<file path="src/rtl/sc_pkg.sv">
package sc_pkg;
  localparam int XLEN   = 32;
  localparam int REG_AW = 5;

  typedef enum logic [5:0] {
    OP_REG   = 6'b000000,
    OP_BEQ   = 6'b000100,
    OP_LOAD  = 6'b100011,
    OP_STORE = 6'b101011
  } opcode_e;

  localparam logic [5:0] FN_ADD = 6'b100000;
  localparam logic [5:0] FN_SUB = 6'b100010;
  localparam logic [5:0] FN_AND = 6'b100100;
  localparam logic [5:0] FN_OR  = 6'b100101;
  localparam logic [5:0] FN_SLT = 6'b101010;

  typedef enum logic [1:0] {
    CLS_MEM    = 2'b00,
    CLS_BRANCH = 2'b01,
    CLS_REG    = 2'b10
  } alu_class_e;

  typedef enum logic [2:0] {
    ALU_AND = 3'b000,
    ALU_OR  = 3'b001,
    ALU_ADD = 3'b010,
    ALU_SUB = 3'b110,
    ALU_SLT = 3'b111
  } alu_sel_e;

  typedef struct packed {
    logic       dst_rd;
    logic       opb_imm;
    logic       wb_mem;
    logic       rf_wr;
    logic       mem_rd;
    logic       mem_wr;
    logic       is_branch;
    alu_class_e alu_class;
  } ctrl_t;
endpackage

</file>
<file path="src/rtl/sc_decoder.sv">
module sc_decoder
  import sc_pkg::*;
(
  input  logic [5:0] op_i,
  output ctrl_t      ctrl_o
);
  // don't-care selects are pinned to 0 to keep simulation deterministic
  always_comb begin
    ctrl_o           = '0;
    ctrl_o.alu_class = CLS_MEM;
    case (op_i)
      OP_REG: begin
        ctrl_o.dst_rd    = 1'b1;
        ctrl_o.rf_wr     = 1'b1;
        ctrl_o.alu_class = CLS_REG;
      end
      OP_LOAD: begin
        ctrl_o.opb_imm = 1'b1;
        ctrl_o.wb_mem  = 1'b1;
        ctrl_o.rf_wr   = 1'b1;
        ctrl_o.mem_rd  = 1'b1;
      end
      OP_STORE: begin
        ctrl_o.opb_imm = 1'b1;
        ctrl_o.mem_wr  = 1'b1;
      end
      OP_BEQ: begin
        ctrl_o.is_branch = 1'b1;
        ctrl_o.alu_class = CLS_BRANCH;
      end
      default: ;
    endcase
  end
endmodule

</file>
<file path="src/rtl/sc_alu.sv">
module sc_alu
  import sc_pkg::*;
#(
  parameter int W = 32
) (
  input  alu_class_e     class_i,
  input  logic [5:0]     funct_i,
  input  logic [W-1:0]   a_i,
  input  logic [W-1:0]   b_i,
  output logic [W-1:0]   res_o,
  output logic           zero_o
);
  alu_sel_e sel;

  // second control level: class plus function field
  always_comb begin
    case (class_i)
      CLS_MEM:    sel = ALU_ADD;
      CLS_BRANCH: sel = ALU_SUB;
      CLS_REG: begin
        case (funct_i)
          FN_ADD:  sel = ALU_ADD;
          FN_SUB:  sel = ALU_SUB;
          FN_AND:  sel = ALU_AND;
          FN_OR:   sel = ALU_OR;
          FN_SLT:  sel = ALU_SLT;
          default: sel = ALU_ADD;
        endcase
      end
      default:    sel = ALU_ADD;
    endcase
  end

  always_comb begin
    case (sel)
      ALU_AND: res_o = a_i & b_i;
      ALU_OR:  res_o = a_i | b_i;
      ALU_SUB: res_o = a_i - b_i;
      ALU_SLT: res_o = {{(W-1){1'b0}}, ($signed(a_i) < $signed(b_i))};
      default: res_o = a_i + b_i;
    endcase
  end

  assign zero_o = (res_o == '0);
endmodule

</file>
<file path="src/rtl/sc_regfile.sv">
module sc_regfile #(
  parameter int W  = 32,
  parameter int AW = 5
) (
  input  logic          clk_i,
  input  logic          rst_ni,
  input  logic [AW-1:0] ra_i,
  input  logic [AW-1:0] rb_i,
  output logic [W-1:0]  rda_o,
  output logic [W-1:0]  rdb_o,
  input  logic          we_i,
  input  logic [AW-1:0] wa_i,
  input  logic [W-1:0]  wd_i
);
  localparam int NREGS = 1 << AW;

  logic [W-1:0] regs [NREGS];

  assign regs[0] = '0;

  for (genvar g = 1; g < NREGS; g++) begin : g_reg
    always_ff @(posedge clk_i or negedge rst_ni) begin
      if (!rst_ni)                          regs[g] <= '0;
      else if (we_i && (wa_i == AW'(g)))    regs[g] <= wd_i;
    end
  end

  assign rda_o = regs[ra_i];
  assign rdb_o = regs[rb_i];
endmodule

</file>
<file path="src/rtl/sc_ram.sv">
module sc_ram #(
  parameter int W  = 32,
  parameter int AW = 6
) (
  input  logic          clk_i,
  input  logic [AW-1:0] addr_i,
  input  logic          re_i,
  output logic [W-1:0]  rdata_o,
  input  logic          we_i,
  input  logic [W-1:0]  wdata_i
);
  localparam int DEPTH = 1 << AW;

  logic [W-1:0] mem_q [DEPTH];

  always @(posedge clk_i) begin
    if (we_i) mem_q[addr_i] <= wdata_i;
  end

  assign rdata_o = re_i ? mem_q[addr_i] : '0;
endmodule

</file>
<file path="src/rtl/sc_core.sv">
module sc_core
  import sc_pkg::*;
#(
  parameter int IMEM_AW = 6,
  parameter int DMEM_AW = 6
) (
  input  logic        clk_i,
  input  logic        rst_ni,
  output logic [31:0] pc_o,
  output logic [31:0] instr_o,
  output logic        rf_we_o,
  output logic [4:0]  rf_waddr_o,
  output logic [31:0] rf_wdata_o,
  output logic        dm_we_o,
  output logic [31:0] dm_addr_o,
  output logic [31:0] dm_wdata_o
);
  logic [XLEN-1:0]   pc_q, pc_next, pc_plus4, br_target;
  logic [XLEN-1:0]   instr, imm_ext, rs_val, rt_val, opb, alu_res, dm_rdata;
  logic [REG_AW-1:0] waddr;
  logic              alu_zero, take_br;
  ctrl_t             ctrl;

  always_ff @(posedge clk_i or negedge rst_ni) begin
    if (!rst_ni) pc_q <= '0;
    else         pc_q <= pc_next;
  end

  sc_ram #(.W(XLEN), .AW(IMEM_AW)) u_imem (
    .clk_i   (clk_i),
    .addr_i  (pc_q[IMEM_AW+1:2]),
    .re_i    (1'b1),
    .rdata_o (instr),
    .we_i    (1'b0),
    .wdata_i ('0)
  );

  sc_decoder u_dec (
    .op_i   (instr[31:26]),
    .ctrl_o (ctrl)
  );

  assign waddr = ctrl.dst_rd ? instr[15:11] : instr[20:16];

  sc_regfile #(.W(XLEN), .AW(REG_AW)) u_rf (
    .clk_i  (clk_i),
    .rst_ni (rst_ni),
    .ra_i   (instr[25:21]),
    .rb_i   (instr[20:16]),
    .rda_o  (rs_val),
    .rdb_o  (rt_val),
    .we_i   (ctrl.rf_wr),
    .wa_i   (waddr),
    .wd_i   (rf_wdata_o)
  );

  assign imm_ext = {{(XLEN-16){instr[15]}}, instr[15:0]};
  assign opb     = ctrl.opb_imm ? imm_ext : rt_val;

  sc_alu #(.W(XLEN)) u_alu (
    .class_i (ctrl.alu_class),
    .funct_i (instr[5:0]),
    .a_i     (rs_val),
    .b_i     (opb),
    .res_o   (alu_res),
    .zero_o  (alu_zero)
  );

  sc_ram #(.W(XLEN), .AW(DMEM_AW)) u_dmem (
    .clk_i   (clk_i),
    .addr_i  (alu_res[DMEM_AW+1:2]),
    .re_i    (ctrl.mem_rd),
    .rdata_o (dm_rdata),
    .we_i    (ctrl.mem_wr),
    .wdata_i (rt_val)
  );

  assign pc_plus4  = pc_q + 32'd4;
  assign br_target = pc_plus4 + {imm_ext[XLEN-3:0], 2'b00};
  assign take_br   = ctrl.is_branch & alu_zero;
  assign pc_next   = take_br ? br_target : pc_plus4;

  assign pc_o       = pc_q;
  assign instr_o    = instr;
  assign rf_we_o    = ctrl.rf_wr;
  assign rf_waddr_o = waddr;
  assign rf_wdata_o = ctrl.wb_mem ? dm_rdata : alu_res;
  assign dm_we_o    = ctrl.mem_wr;
  assign dm_addr_o  = alu_res;
  assign dm_wdata_o = rt_val;
endmodule

</file>
<file path="config.mk">
export PLATFORM = sky130hd
export DESIGN_NAME = sc_core
export DESIGN_NICKNAME = d
export VERILOG_FILES = /design/src/rtl/sc_pkg.sv /design/src/rtl/sc_decoder.sv /design/src/rtl/sc_alu.sv /design/src/rtl/sc_regfile.sv /design/src/rtl/sc_ram.sv /design/src/rtl/sc_core.sv
export SDC_FILE = /design/constraint.sdc
export NUM_CORES = 1
export LEC_CHECK = 0
export BUFFER_PORTS_ARGS = -buffer_cell sky130_fd_sc_hd__buf_2
export CAP_MARGIN = 20
export CORE_UTILIZATION = 38
export CTS_BUF_LIST = sky130_fd_sc_hd__clkbuf_8
export DETAILED_ROUTE_END_ITERATION = 10
export PLACE_DENSITY = 0.79
export SLEW_MARGIN = 20
export SYNTH_ARGS = -nofsm -noshare
export SYNTH_HDL_FRONTEND = slang
export SYNTH_SLANG_ARGS = --single-unit
</file>
<file path="constraint.sdc">
create_clock -name clk_i -period 1.5 [get_ports clk_i]
set_clock_uncertainty 0.1 [all_clocks]
set_input_delay 0.075 -clock clk_i [delete_from_list [all_inputs] [get_ports clk_i]]
set_output_delay 0.075 -clock clk_i [all_outputs]
set_load 0.02 [all_outputs]
</file>
==> results.toml <==
[routing]
postRouteAntennaNets = 0
num_vias = 1429
drt_pass1_iterations = 4
drt_iter0_drc = 56
wl_per_cell_um = 9.81
drcViolationCount = 0
wl_um = 3850
avgViaCountPerCell = 3.65

[sta]
relSlewSlack = 0.546
min_period_ns = 1.54
max_freq_ghz = 0.650
tns_ns = -0.0380
hold_viol = 0
finalMaxSlewViolations = 0
period_share = 1.03
finalSetupViolations = 1
worst_slack_ns = -0.0380
worstMarginPinSlew_ns = 0.681
grt_setup_unrepaired = "yes"

[clock_tree]
clk_pin_slew_ns = 0.06
max-clock-path-buffers = 2
cts_tree = "done"
clock_latency_ns = 0.29
h-tree-depth = 2
cts_root_buffer = "clkbuf_8"
numCtsBuffers = 5
cts_num_sinks = 30

[global_route]
grt_use_total = 0.118
antenna_found_initial = 0
overflow = 0
grt_pass1_vias = 1159
grt_max_degree = 31
grt_pass1_wl_um = 5520

[run_status]
outcome = "finished with violations"
violations = "setup timing"

[worst_setup_path]
end_kind = "flop"
r2r_start = "pc_o[3]$_DFF_PN0_"
crit_family = "simple AND/OR/NAND/NOR gates"
critPathMaxFanout = 5
cp_num_buf_inv = 1
path_common_cell = "nand4_1"
cp.arrival_ns = 1.61
slowest_stage = "dfrtp_2"
rrSetupSlack_ns = -0.04
critical_path.max_stage_delay_ns = 0.38
start_kind = "flop"
crit_start = "pc_o[3]$_DFF_PN0_"
required_ns = 1.57
cp_cell_sequence = "ha_4, nand4_1, nor3_4, buf_6, nand4_1, xnor2_1"
path_class = "flop to flop"

[final_layout]
final_common_cell = "conb_1"
area_delta_synth_final_pct = 6.91
diodes = 0
stdcell_count = 392
mostFrequentLayoutCells = "conb_1 (137), buf_2 (31), buf_4 (26), xnor2_1 (22), dfrtp_1 (19)"
fillers = 558
drive_gt1_frac = 0.287
nets = 319
largest_reg_flops = 30

[synthesis]
synth_cell_types = 18
synth_area_sq_um = 2350
ys_seq_area_frac = 0.319
yosys.area.top_type = "buf_4"
avgSynthCellArea_sq_um = 9.52
netlist_instances = 247
synthTopCellsByArea = "buf_4 (44%), dfrtp_1 (32%), xnor2_1 (8.6%)"
synth.top_cell.area_share = 0.437
synth_warnings = 0
ys_seq_elements = 30

[worst_hold_path]
hold_path_class = "primary input to asynchronous set/reset pin"

[floorplan]
die_y_um = 80.7
fp.dieArea_sq_um = 6510
pin_count = 169
rows = 28
coreArea_sq_um = 5960
die_w_um = 80.7
initial_core_util = 0.395

[placement]
gp_congestion = 0.767
place.port_buffers = 31
dpl.cell_count = 379
hpwl_um = 2950

[power]
vdd_ir_drop_max_uv = 279
p_leak_uw = 0.00144
fin_total_pwr_uw = 1800
powerDensity_nw_per_um2 = 716

[flow_run]
drv_cap = 0
==> power by group <==
group	switching, uW	internal [uW]
sequential	0	809
clock	309	362
combinational	318	2.61
total	627	1170
==> metrics by stage <==
step,area [sq um],utilization,hold slack [ns],setup WS (ns)
5_1_grt,2510,0.422,0.335,-0.0959
3_3_place_gp,2320,0.389,0.0383,-0.0107
3_5_place_dp,2320,0.389,0.0529,-0.0584
4_1_cts,2430,0.409,0.280,-0.00743
2_1_floorplan,2900,-,-0.321,-0.153
6_report,2510,0.422,0.261,-0.0380
==> per-layer routing <==
metal | share of wire | global-route usage | up-vias
met5 | 0 | 0 | -
met4 | 0.031 | 0.0857 | 0
met3 | 0.074 | 0.0398 | 9
met2 | 0.54 | 0.205 | 90
met1 | 0.35 | 0.115 | 675
li1 | - | - | 655
==> final timing paths <==
| check | to | cells past startpoint |
|---|---|---|
| max | pc_o[28]$_DFF_PN0_ | 6 |
| min | pc_o[8]$_DFF_PN0_ | 2 |
| max reg2reg | pc_o[28]$_DFF_PN0_ | 6 |
| min reg2reg | pc_o[31]$_DFF_PN0_ | 1 |
| max in group asynchronous | pc_o[3]$_DFF_PN0_ | 2 |
| min in group clk_i | pc_o[31]$_DFF_PN0_ | 1 |
==> Yosys cell counts (all sizes together) <==
| library cell | count |
|---|---|
| buf | 137 |
| dfrtp | 30 |
| xnor2 | 23 |
| nand3 | 12 |
| nand2 | 10 |
| nand4 | 10 |
| xor2 | 5 |
| and3 | 4 |
| nor2 | 4 |
| nor4 | 3 |
| and2 | 2 |
| and4 | 2 |
| inv | 2 |
| conb | 1 |
| ha | 1 |
| nor3 | 1 |
==> worst reg2reg max path: cells and delay by family, from the launching register on <==
family / cells / cell delay [ns]
simple gates: 3 / 0.50
flops: 1 / 0.38
xor+xnor: 1 / 0.15
fa+ha+maj: 1 / 0.14
buf+inv: 1 / 0.16
==> what timing repair did <==
item,in CTS,in global routing
endpoints found under the setup margin,8,15
resized for setup,2,12
buffers inserted,1,2
gates cloned,0,1
hold endpoints to repair,30,0
hold buffers,1,0
pin swaps,1,9
==> layout make-up <==
type                       instances  area (sq um)  area share
tap                               75          93.8      0.0373
inverter                           2          7.51     0.00299
clock buffer                       6          82.6      0.0328
clock inverter                     2          8.76     0.00348
timing repair buffer              63           417       0.166
sequential                        30           764       0.304
multi-input combinational        214          1140       0.454
==> logic make-up after synthesis <==
family	after synthesis	share of synthesized area
adder cells (fa/ha/maj)	1	0.00532
buffers and inverters	139	0.440
flip-flops	30	0.319
other	1	0.00159
AND/OR/NAND/NOR	48	0.129
XOR/XNOR	28	0.104
Note: power is estimated with default switching activity, not from simulation.
